### src/rtl/spi_mem_pkg.sv
package spi_mem_pkg;
   localparam int BYTE_W = 8;

   localparam logic [BYTE_W-1:0] CMD_WEN_SET = 8'h06;
   localparam logic [BYTE_W-1:0] CMD_WEN_CLR = 8'h04;
   localparam logic [BYTE_W-1:0] CMD_STAT_RD = 8'h05;
   localparam logic [BYTE_W-1:0] CMD_STAT_WR = 8'h01;
   localparam logic [BYTE_W-1:0] CMD_MEM_RD  = 8'h03;
   localparam logic [BYTE_W-1:0] CMD_MEM_WR  = 8'h02;

   typedef enum logic [2:0] {
      ST_CMD,
      ST_ADDR,
      ST_WDATA,
      ST_RDATA,
      ST_STRD,
      ST_STWR,
      ST_IDLE
   } eng_st_e;
endpackage

### src/rtl/spi_edge_sync.sv
module spi_edge_sync #(
   parameter int STAGES = 2
) (
   input  logic clk,
   input  logic rst_n,
   input  logic sck_i,
   input  logic sel_n_i,
   input  logic sdi_i,
   output logic sck_rise,
   output logic sck_fall,
   output logic sel_act,
   output logic sel_start,
   output logic sel_end,
   output logic sdi_s
);
   if (STAGES < 2) begin : g_bad_stages
      $error("spi_edge_sync: STAGES must be at least 2");
   end

   // bundle bit 2 = sck, bit 1 = sel_n, bit 0 = sdi
   for (genvar g = 0; g < STAGES; g++) begin : g_stage
      logic [2:0] q;
      if (g == 0) begin : g_in
         always_ff @(posedge clk or negedge rst_n) begin
            if (!rst_n) q <= 3'b010;
            else        q <= {sck_i, sel_n_i, sdi_i};
         end
      end else begin : g_chain
         always_ff @(posedge clk or negedge rst_n) begin
            if (!rst_n) q <= 3'b010;
            else        q <= g_stage[g-1].q;
         end
      end
   end

   logic [2:0] cur;
   logic       sck_p, sel_p;
   assign cur = g_stage[STAGES-1].q;

   always_ff @(posedge clk or negedge rst_n) begin
      if (!rst_n) begin
         sck_p <= 1'b0;
         sel_p <= 1'b1;
      end else begin
         sck_p <= cur[2];
         sel_p <= cur[1];
      end
   end

   assign sel_act   = ~cur[1];
   assign sel_start = ~cur[1] & sel_p;
   assign sel_end   = cur[1] & ~sel_p;
   assign sck_rise  = cur[2] & ~sck_p & sel_act;
   assign sck_fall  = ~cur[2] & sck_p & sel_act;
   assign sdi_s     = cur[0];

   p_edge_excl_r1: assert property (@(posedge clk) disable iff (!rst_n)
      !(sck_rise && sck_fall));
   p_sel_excl_r8: assert property (@(posedge clk) disable iff (!rst_n)
      !(sel_start && sel_end));
endmodule

### src/rtl/spi_rx_shifter.sv
module spi_rx_shifter #(
   parameter int W = 8
) (
   input  logic         clk,
   input  logic         rst_n,
   input  logic         clr,
   input  logic         sample,
   input  logic         sdi,
   output logic         byte_done,
   output logic [W-1:0] byte_val
);
   localparam int CW = (W > 1) ? $clog2(W) : 1;
   localparam logic [CW-1:0] LAST = CW'(W - 1);

   if (W < 2) begin : g_bad_w
      $error("spi_rx_shifter: W must be at least 2");
   end

   logic [CW-1:0] cnt_q;
   logic [W-1:0]  sh_q;

   assign byte_val  = {sh_q[W-2:0], sdi};
   assign byte_done = sample && (cnt_q == LAST);

   always_ff @(posedge clk or negedge rst_n) begin
      if (!rst_n) begin
         cnt_q <= '0;
         sh_q  <= '0;
      end else if (clr) begin
         cnt_q <= '0;
      end else if (sample) begin
         sh_q  <= byte_val;
         cnt_q <= (cnt_q == LAST) ? '0 : cnt_q + 1'b1;
      end
   end

   p_cnt_restart_r1: assert property (@(posedge clk) disable iff (!rst_n)
      byte_done |=> (cnt_q == '0));
   p_clr_drops_r8: assert property (@(posedge clk) disable iff (!rst_n)
      clr |=> (cnt_q == '0));
endmodule

### src/rtl/spi_tx_serializer.sv
module spi_tx_serializer #(
   parameter int W = 8
) (
   input  logic         clk,
   input  logic         rst_n,
   input  logic         clr,
   input  logic         shift,
   input  logic [W-1:0] src,
   output logic         sdo,
   output logic         oe
);
   localparam int CW = (W > 1) ? $clog2(W) : 1;
   localparam logic [CW-1:0] LAST = CW'(W - 1);

   logic [CW-1:0] cnt_q;
   logic [W-1:0]  sh_q;

   always_ff @(posedge clk or negedge rst_n) begin
      if (!rst_n) begin
         cnt_q <= '0;
         sh_q  <= '0;
         sdo   <= 1'b0;
         oe    <= 1'b0;
      end else if (clr) begin
         cnt_q <= '0;
         sdo   <= 1'b0;
         oe    <= 1'b0;
      end else if (shift) begin
         oe <= 1'b1;
         if (cnt_q == '0) begin
            sdo  <= src[W-1];
            sh_q <= {src[W-2:0], 1'b0};
         end else begin
            sdo  <= sh_q[W-1];
            sh_q <= {sh_q[W-2:0], 1'b0};
         end
         cnt_q <= (cnt_q == LAST) ? '0 : cnt_q + 1'b1;
      end
   end

   p_oe_needs_shift_r11: assert property (@(posedge clk) disable iff (!rst_n)
      $rose(oe) |-> $past(shift));
   p_idle_count_r6: assert property (@(posedge clk) disable iff (!rst_n)
      !oe |-> (cnt_q == '0));
endmodule

### src/rtl/spi_mem_cmd_engine.sv
module spi_mem_cmd_engine
   import spi_mem_pkg::*;
#(
   parameter int ADDR_W      = 11,
   parameter int ADDR_BYTES  = 2,
   parameter int SYNC_STAGES = 2
) (
   input  logic              clk,
   input  logic              rst_n,
   input  logic              spi_sck,
   input  logic              spi_sel_n,
   input  logic              spi_sdi,
   output logic              spi_sdo,
   output logic              spi_sdo_oe,
   output logic [ADDR_W-1:0] mem_addr,
   output logic [7:0]        mem_wdata,
   output logic              mem_we,
   output logic              mem_re,
   input  logic [7:0]        mem_rdata,
   input  logic              mem_wr_ok,
   input  logic [7:0]        stat_rdata,
   output logic [7:0]        stat_wdata,
   output logic              stat_we,
   input  logic              sr_wr_ok,
   output logic              wel_set,
   output logic              wel_clr,
   output logic              wr_done
);
   localparam int ACC_W = BYTE_W * ADDR_BYTES;
   localparam int ABC_W = (ADDR_BYTES > 1) ? $clog2(ADDR_BYTES) : 1;
   localparam logic [ABC_W-1:0]  AB_LAST  = ABC_W'(ADDR_BYTES - 1);
   localparam logic [ADDR_W-1:0] ADDR_TOP = {ADDR_W{1'b1}};

   if (ADDR_BYTES < 1) begin : g_bad_ab
      $error("spi_mem_cmd_engine: ADDR_BYTES must be at least 1");
   end
   if (ADDR_W > ACC_W) begin : g_bad_aw
      $error("spi_mem_cmd_engine: ADDR_W exceeds the address bytes");
   end

   logic sck_rise, sck_fall, sel_act, sel_start, sel_end, sdi_s;
   logic byte_done;
   logic [BYTE_W-1:0] rx_byte;

   spi_edge_sync #(.STAGES(SYNC_STAGES)) u_sync (
      .clk(clk), .rst_n(rst_n),
      .sck_i(spi_sck), .sel_n_i(spi_sel_n), .sdi_i(spi_sdi),
      .sck_rise(sck_rise), .sck_fall(sck_fall), .sel_act(sel_act),
      .sel_start(sel_start), .sel_end(sel_end), .sdi_s(sdi_s)
   );

   spi_rx_shifter #(.W(BYTE_W)) u_rx (
      .clk(clk), .rst_n(rst_n), .clr(!sel_act), .sample(sck_rise),
      .sdi(sdi_s), .byte_done(byte_done), .byte_val(rx_byte)
   );

   eng_st_e           st_q;
   logic [ABC_W-1:0]  ab_q;
   logic [ACC_W-1:0]  acc_q, acc_nxt;
   logic [ADDR_W-1:0] addr_q, start_addr;
   logic              rd_cmd_q, we_req_q, swr_req_q, committed_q;
   logic              out_phase;
   logic [BYTE_W-1:0] tx_src;

   if (ADDR_BYTES == 1) begin : g_acc_one
      assign acc_nxt = rx_byte;
   end else begin : g_acc_multi
      assign acc_nxt = {acc_q[ACC_W-BYTE_W-1:0], rx_byte};
   end
   assign start_addr = acc_nxt[ADDR_W-1:0];

   assign out_phase = (st_q == ST_RDATA) || (st_q == ST_STRD);
   assign tx_src    = (st_q == ST_STRD) ? stat_rdata : mem_rdata;
   assign mem_we    = we_req_q & mem_wr_ok;
   assign stat_we   = swr_req_q & sr_wr_ok;

   spi_tx_serializer #(.W(BYTE_W)) u_tx (
      .clk(clk), .rst_n(rst_n), .clr(!sel_act),
      .shift(sck_fall && out_phase), .src(tx_src),
      .sdo(spi_sdo), .oe(spi_sdo_oe)
   );

   always_ff @(posedge clk or negedge rst_n) begin
      if (!rst_n) begin
         st_q        <= ST_CMD;
         ab_q        <= '0;
         acc_q       <= '0;
         addr_q      <= '0;
         rd_cmd_q    <= 1'b0;
         we_req_q    <= 1'b0;
         swr_req_q   <= 1'b0;
         committed_q <= 1'b0;
         mem_addr    <= '0;
         mem_wdata   <= '0;
         mem_re      <= 1'b0;
         stat_wdata  <= '0;
         wel_set     <= 1'b0;
         wel_clr     <= 1'b0;
         wr_done     <= 1'b0;
      end else begin
         we_req_q  <= 1'b0;
         swr_req_q <= 1'b0;
         mem_re    <= 1'b0;
         wel_set   <= 1'b0;
         wel_clr   <= 1'b0;
         wr_done   <= 1'b0;

         if (sel_end) begin
            wr_done     <= committed_q;
            committed_q <= 1'b0;
         end else if (mem_we || stat_we) begin
            committed_q <= 1'b1;
         end

         if (!sel_act) begin
            st_q <= ST_CMD;
            ab_q <= '0;
         end else if (byte_done) begin
            unique case (st_q)
               ST_CMD: begin
                  unique case (rx_byte)
                     CMD_WEN_SET: begin wel_set <= 1'b1; st_q <= ST_IDLE; end
                     CMD_WEN_CLR: begin wel_clr <= 1'b1; st_q <= ST_IDLE; end
                     CMD_STAT_RD: st_q <= ST_STRD;
                     CMD_STAT_WR: st_q <= ST_STWR;
                     CMD_MEM_RD:  begin rd_cmd_q <= 1'b1; st_q <= ST_ADDR; end
                     CMD_MEM_WR:  begin rd_cmd_q <= 1'b0; st_q <= ST_ADDR; end
                     default:     st_q <= ST_IDLE;
                  endcase
               end
               ST_ADDR: begin
                  acc_q <= acc_nxt;
                  if (ab_q == AB_LAST) begin
                     if (rd_cmd_q) begin
                        mem_re   <= 1'b1;
                        mem_addr <= start_addr;
                        addr_q   <= start_addr + 1'b1;
                        st_q     <= ST_RDATA;
                     end else begin
                        addr_q <= start_addr;
                        st_q   <= ST_WDATA;
                     end
                  end else begin
                     ab_q <= ab_q + 1'b1;
                  end
               end
               ST_WDATA: begin
                  we_req_q  <= 1'b1;
                  mem_addr  <= addr_q;
                  mem_wdata <= rx_byte;
                  addr_q    <= addr_q + 1'b1;
               end
               ST_RDATA: begin
                  mem_re   <= 1'b1;
                  mem_addr <= addr_q;
                  addr_q   <= addr_q + 1'b1;
               end
               ST_STWR: begin
                  swr_req_q  <= 1'b1;
                  stat_wdata <= rx_byte;
                  st_q       <= ST_IDLE;
               end
               default: ;
            endcase
         end
      end
   end

   p_strobe_excl_r3: assert property (@(posedge clk) disable iff (!rst_n)
      $onehot0({mem_we, mem_re, stat_we, wel_set, wel_clr}));
   p_we_phase_r5: assert property (@(posedge clk) disable iff (!rst_n)
      mem_we |-> ($past(st_q) == ST_WDATA));
   p_wrap_r5: assert property (@(posedge clk) disable iff (!rst_n)
      (byte_done && sel_act && st_q == ST_WDATA && addr_q == ADDR_TOP)
      |=> (mem_addr == ADDR_TOP && addr_q == '0));
   p_re_phase_r6: assert property (@(posedge clk) disable iff (!rst_n)
      mem_re |-> ($past(st_q) == ST_ADDR || $past(st_q) == ST_RDATA));
   p_wel_from_cmd_r2: assert property (@(posedge clk) disable iff (!rst_n)
      (wel_set || wel_clr) |-> ($past(st_q) == ST_CMD));
   p_oe_phase_r11: assert property (@(posedge clk) disable iff (!rst_n)
      spi_sdo_oe |-> out_phase);
   p_done_deselect_r9: assert property (@(posedge clk) disable iff (!rst_n)
      wr_done |-> !sel_act);
endmodule

### config.mk
export PLATFORM = sky130hd
export DESIGN_NAME = spi_mem_cmd_engine
export DESIGN_NICKNAME = d
export VERILOG_FILES = /design/src/rtl/spi_mem_pkg.sv /design/src/rtl/spi_edge_sync.sv /design/src/rtl/spi_rx_shifter.sv /design/src/rtl/spi_tx_serializer.sv /design/src/rtl/spi_mem_cmd_engine.sv
export SDC_FILE = /design/constraint.sdc
export NUM_CORES = 1
export LEC_CHECK = 0
export ABC_AREA = 1
export BUFFER_PORTS_ARGS = -buffer_cell sky130_fd_sc_hd__clkbuf_2
export CORE_MARGIN = 8
export CORE_UTILIZATION = 57
export CTS_BUF_LIST = sky130_fd_sc_hd__clkbuf_16
export CTS_CLUSTER_SIZE = 28
export DETAILED_ROUTE_END_ITERATION = 10
export GPL_ROUTABILITY_DRIVEN = 1
export GPL_TIMING_DRIVEN = 0
export PLACE_DENSITY = 0.79
export SLEW_MARGIN = 20
export SYNTH_ARGS = -nofsm -noshare
export SYNTH_HDL_FRONTEND = slang
export SYNTH_SLANG_ARGS = --single-unit
### constraint.sdc
create_clock -name clk -period 2.1 [get_ports clk]
set_input_delay 0.21 -clock clk [delete_from_list [all_inputs] [get_ports clk]]
set_output_delay 0.21 -clock clk [all_outputs]
set_load 0.01 [all_outputs]
==> metrics.csv, run 1 <==
stage;metric;value;unit
detailed_routing;finalWirelength;9930;µm
detailed_routing;drc_errors;0;
finish;finalNonFillerCells;694;
finish;drive_gt1_frac;0.188;
detailed_routing;first_pass_iters;6;
timing;report.final.setup_viol;0;
status;status;finished clean;
floorplanning;die_h;102;µm
synth;synth_seq_cells;83;
global_route;grt_max_degree;53;
worst_setup_path;cp.buffers_inverters;0;
placement;gp_congestion;0.922;
clock_network;cts_setup_buffers;0;
worst_setup_path;path_cells;ha_1, nand3_1, nor2_1, nand2_1, nand2_1, nand3_1, nand3_1, o21ai_1;
finish;final_common_cell;nand2_1;
min_path;hp-start;stat_rdata[5];
worst_setup_path;path_class;reg2reg;
timing;clock_skew;0.00495;ns
clock_network;cts_buffers;9;
timing;rsz0062_at_grt;no;
timing;relSlewSlack;0.683;
placement;dpl_cell_area;0.00467;mm²
worst_setup_path;critPathMaxFanout;7;
timing;clock.fmax;575;MHz
finish;nFillCells;619;
timing;period_share;0.829;
clock_network;cts_sinks;83;
worst_setup_path;startpoint_type;flop;
synth;yosysTopAreaCellShare;0.473;
placement;hpwl;7210;µm
clock_network;clk_latency;0.33;ns
global_route;grt.overflow.total;0;
finish;num_antenna_cells;0;
clock_network;cts_root_buffer;clkbuf_16;
synth;synth.largest_area_cell;dfrtp_1;
floorplanning;fp.dieW;102;µm
floorplanning;boundaryPins;58;
worst_setup_path;r2r_setup_slack;0.36;ns
placement;dp_cells;674;
floorplanning;core-area;0.00721;mm²
clock_network;cts_max_path_buffers;2;
clock_network;htreeDepth;3;
finish;final_cell_mix;134 x nand2_1, 80 x dfrtp_1, 56 x nor2_1, 56 x clkbuf_2, 54 x o21ai_0;
min_path;hold_depth;3;
synth;postSynth.asyncResetShare;1.00;
clock_network;clk_pin_slew_worst_paths;0.06;ns
worst_setup_path;crit_family;simple AND/OR/NAND/NOR gates;
synth;syn_inst;517;
synth;synth.area.top_cells;dfrtp_1 47%, nand2_1 12%, o21ai_0 6.4%;
timing;drv_slew;0;
worst_setup_path;cp.arrival;1.96;ns
detailed_routing;drtAntennaViolNets;0;
synth;synth_cell_types;40;
synth;yosys_warnings;0;
synth;synth_seq_area_share;0.492;
detailed_routing;detail_route.vias_per_cell;5.32;
power_and_ir_drop;p_per_area;710;mW/mm²
synth;synth_edf_count;0;
worst_setup_path;cp.depth;8;
detailed_routing;wl_per_cell;14.3;µm
timing;fin_setup_tns;0;ns
timing;hold_viol_final;0;
floorplanning;start_util;0.586;
power_and_ir_drop;ir_drop;444;µV
detailed_routing;drt-initial-drc-count;296;
synth;syn_nets;550;
worst_setup_path;crit_top_cell;nand3_1;
global_route;antenna_found_initial;0;
floorplanning;die_area;0.0104;mm²
flow_run;maxCapViolCount;0;
worst_setup_path;worstPathRequired;2.32;ns
finish;final_cell_area;0.00499;mm²
min_path;hold_path_class;in2reg;
synth;avgSynthCellArea;8.18;µm²
floorplanning;std_cell_rows;31;
worst_setup_path;endpoint_kind;flop;
worst_setup_path;slowest_stage;dfrtp_1;
timing;tightest_slew;0.463;ns
power_and_ir_drop;power.leakage;2.52;nW
placement;port_buffers;57;
worst_setup_path;reg2reg_depth;8;
global_route;track_usage;0.206;
synth;ys.flop_type;dfrtp_1;
finish;final_net_count;623;
synth;syn_area;0.00423;mm²
worst_setup_path;r2r_start;u_sync.cur[0];
global_route;grt_first_pass_wirelength;17100;µm
global_route;first_global_vias;3685;
finish;syn2layout_area_growth;17.9;%
worst_setup_path;cpPeakStageDelay;0.45;ns
worst_setup_path;r2r_end;addr_q[6];
min_path;holdPathEnd;u_tx.sh_q[6];
detailed_routing;via_count;3691;
clock_network;cts_tree;done;
timing;min_period;1.74;ns
==> Yosys cell counts (4+ instances only) <==
cell,n
ha_1,10
buf_6,6
o21ai_0,54
nand2_1,134
buf_2,4
dfrtp_1,80
o21ai_1,10
o21ai_2,5
nor2_1,56
nand3_1,39
nand4_1,5
inv_1,48
a21oi_1,17
inv_2,6
o211ai_1,4
==> kinds of logic (layout without fill, tap and decap cells) <==
family	count (synthesis)	after routing	synth area share
flops	83	83	0.492
xor+xnor	3	3	0.00621
compound gates	98	98	0.131
buf+inv	70	148	0.0754
simple gates	253	253	0.266
fa+ha+maj	10	10	0.0296
==> stage by stage <==
stage | power (W) | util | hold WS, ns | setup slack, ns
3_5_place_dp | 0.00207 | 0.647 | 0.212 | 0.403
6_report | 0.00354 | 0.691 | 0.186 | 0.360
3_3_place_gp | 0.00205 | 0.643 | 0.298 | -0.00168
4_1_cts | 0.00356 | 0.691 | 0.182 | 0.361
5_1_grt | 0.00369 | 0.691 | 0.207 | 0.132
2_1_floorplan | 0.00193 | - | -0.0856 | 0.609
==> worst min-delay path, stage by stage <==
cell      delay (ns)
clkbuf_2        0.07
o21ai_0         0.07
a21oi_1         0.12
==> metal layers <==
layer	track usage	part of all wire	vias to the layer above
li1	-	-	1821
met1	0.272	0.45	1711
met2	0.323	0.45	143
met3	0.0531	0.086	16
met4	0.0677	0.014	0
met5	0	0	-
==> power breakdown <==
group	switching, W	internal (W)
Combinational	0.000242	0.000116
Clock	0.000595	0.000897
Sequential	0.0000531	0.00164
Total	0.000889	0.00265
==> flip-flops by register name (all words and copies together), names as in the netlist, 3 cells and up <==
register and cells:
u_sync.cur 3, mem_addr 11, u_tx.cnt_q 3, addr_q 11, acc_q 3, u_tx.sh_q 7, u_rx.cnt_q 3, stat_wdata 8
u_sync.g_stage.q 3, mem_wdata 8, st_q 3, u_rx.sh_q 7
==> worst max path at each step <==
stage	from	endpoint
6_report	u_sync.cur[0]	addr_q[6]
5_1_grt	u_sync.cur[0]	addr_q[8]
4_1_cts	u_rx.cnt_q[0]	stat_wdata[7]
3_5_place_dp	u_sync.cur[0]	addr_q[8]
3_3_place_gp	rst_n	mem_wdata[2]
2_1_floorplan	u_rx.cnt_q[0]	stat_wdata[6]
==> what timing repair did <==
item                      CTS  global route
hold buffers                4             0
resized for setup           0             0
hold endpoints to repair   31             0
==> layout make-up <==
type / count / area (µm²) / area share
Clock inverter: 7 / 53.8 / 0.0108
Multi-Input combinational cell: 364 / 1830 / 0.367
Clock buffer: 9 / 225 / 0.0451
Sequential cell: 83 / 2080 / 0.417
Tap cell: 99 / 124 / 0.0248
Inverter: 56 / 213 / 0.0426
Buffer: 14 / 106 / 0.0213
Timing Repair Buffer: 62 / 355 / 0.0712
Note: power is estimated with default switching activity, not from simulation.
==> run 2, diff against run 1 <==
==> constraint.sdc (replaced) <==
create_clock -name clk -period 1.8 [get_ports clk]
set_input_delay 0.18 -clock clk [delete_from_list [all_inputs] [get_ports clk]]
set_output_delay 0.18 -clock clk [all_outputs]
set_load 0.01 [all_outputs]
==> metrics.csv, run 2 (synthesis gave the netlist of run 1 again) <==
stage;metric;value;unit
flow_run;maxCapViolCount;0;
status;status;finished clean;
finish;final_util;0.694;
floorplanning;core-area;0.00721;mm²
clock_network;clk_latency;0.34;ns
global_route;grt_first_pass_wirelength;17100;µm
detailed_routing;dr_wl_met2;4420;µm
worst_setup_path;startpoint_type;flop;
finish;top_regs;addr_q (11), mem_addr (11);
finish;drive_gt1_frac;0.192;
timing;clock_skew;0.00569;ns
finish;final_net_count;623;
floorplanning;boundaryPins;58;
floorplanning;fp.dieW;102;µm
power_and_ir_drop;seq_power_share;0.479;
power_and_ir_drop;power_frac_comb;0.101;
power_and_ir_drop;ir_drop;522;µV
floorplanning;start_util;0.586;
worst_setup_path;endpoint_kind;flop;
min_path;hold_path_class;in2reg;
detailed_routing;detail_route.vias_per_cell;5.29;
global_route;track_usage;0.206;
clock_network;htreeDepth;3;
timing;clock.fmax;602;MHz
detailed_routing;finalWirelength;9850;µm
power_and_ir_drop;p_switching;0.00103;W
worst_setup_path;startpoint;st_q[2];
worst_setup_path;reg2reg_depth;8;
clock_network;cts_tree;done;
detailed_routing;via_count;3672;
detailed_routing;wl_per_cell;14.2;µm
worst_setup_path;worstPathRequired;2.02;ns
power_and_ir_drop;p_per_area;825;mW/mm²
power_and_ir_drop;power.internal;0.00310;W
placement;dpl_cell_area;0.00467;mm²
timing;relSlewSlack;0.688;
placement;dp_worst_setup_slack;0.103;ns
finish;num_antenna_cells;0;
detailed_routing;drc_errors;0;
timing;hold_viol_final;0;
power_and_ir_drop;power.leakage;2.52;nW
global_route;grt.overflow.total;0;
placement;gp_congestion;0.922;
worst_setup_path;cp.arrival;1.88;ns
timing;rsz0062_at_grt;no;
worst_setup_path;path_class;reg2reg;
timing;min_period;1.66;ns
detailed_routing;m1WireLength;4490;µm
worst_setup_path;critPathMaxFanout;10;
global_route;antenna_found_initial;0;
timing;tightest_slew;0.457;ns
placement;dp_cells;674;
detailed_routing;first_pass_iters;5;
timing;hold_slack;0.154;ns
detailed_routing;wl_met3;779;µm
clock_network;clk_pin_slew_worst_paths;0.06;ns
timing;period_share;0.922;
min_path;hp-start;stat_rdata[5];
power_and_ir_drop;clockPowerShare;0.420;
worst_setup_path;r2r_start;st_q[2];
clock_network;cts_max_path_buffers;2;
clock_network;cts_sinks;83;
detailed_routing;drt-initial-drc-count;260;
floorplanning;die_area;0.0104;mm²
finish;final_common_cell;nand2_1;
detailed_routing;routed.top_layer;met4;
floorplanning;die_h;102;µm
detailed_routing;drtAntennaViolNets;0;
power_and_ir_drop;switching_share;0.250;
placement;port_buffers;57;
finish;final_cell_mix;134 x nand2_1, 80 x dfrtp_1, 56 x clkbuf_2, 55 x nor2_1, 54 x o21ai_0;
finish;finalNonFillerCells;694;
global_route;grt_max_degree;53;
timing;drv_slew;0;
min_path;hold_depth;3;
global_route;first_global_vias;3685;
finish;syn2layout_area_growth;18.3;%
clock_network;cts_root_buffer;clkbuf_16;
floorplanning;std_cell_rows;31;
timing;report.final.setup_viol;0;
placement;hpwl;7210;µm
finish;final_cell_area;0.00501;mm²
timing;setup_ws;0.140;ns
clock_network;cts_buffers;9;
-- run 2: final cells by class --
class / instances / area, µm²
fillers: 614 / 2210
flip-flops and latches: 83 / 2080
multi-input cells: 364 / 1850
repair buffers: 62 / 355
clock buffers: 9 / 225
inverters: 56 / 213
well taps: 99 / 124
plain buffers: 14 / 106
clock inverters: 7 / 53.8
-- run 2: per-stage QoR --
stage	setup TNS, ns	power [W]
after detailed placement	0	0.00242
after floorplan	0	0.00225
after CTS	0	0.00415
final	0	0.00413
after global placement	-21.29	0.00240
after global routing	0	0.00431
-- run 2: layer usage --
metal	global-route usage	vias to the layer above
met5	0	-
met4	0.0677	0
met3	0.0531	21
met2	0.323	130
met1	0.272	1697
li1	-	1824
-- run 2: final timing paths --
path	slack, ns	endpoint
max reg2reg	0.14	mem_addr[9]
min reg2reg	0.35	u_sync.cur[0]
max	0.14	mem_addr[9]
min in group asynchronous	0.36	u_tx.sh_q[7]
max in group asynchronous	0.82	u_rx.sh_q[2]
min	0.15	u_tx.sh_q[6]
-- run 2: repair_timing --
| action | 4_1_cts | 5_1_grt |
|---|---|---|
| hold endpoints to repair | 31 | 0 |
| hold buffers | 4 | 0 |
| buffers inserted | 0 | 0 |
| gates resized for setup | 0 | 4 |
| endpoints found under the setup margin | 0 | 14 |
-- run 2: power groups by stage --
stage / combinational (W) / clock, W / sequential [W]
floorplan: 0.000251 / 0 / 0.00200
global placement: 0.000388 / 0 / 0.00201
detailed placement: 0.000406 / 0 / 0.00201
CTS: 0.000415 / 0.00176 / 0.00198
global route: 0.000476 / 0.00185 / 0.00198
finish: 0.000419 / 0.00173 / 0.00198
-- run 2: critical path, cell delays in order, from the launching register on --
cell	delay [ns]
dfrtp_1	0.37
buf_6	0.14
inv_1	0.11
nand2_2	0.15
inv_2	0.23
buf_4	0.22
nor2_1	0.05
o211ai_1	0.19
nand2_1	0.08
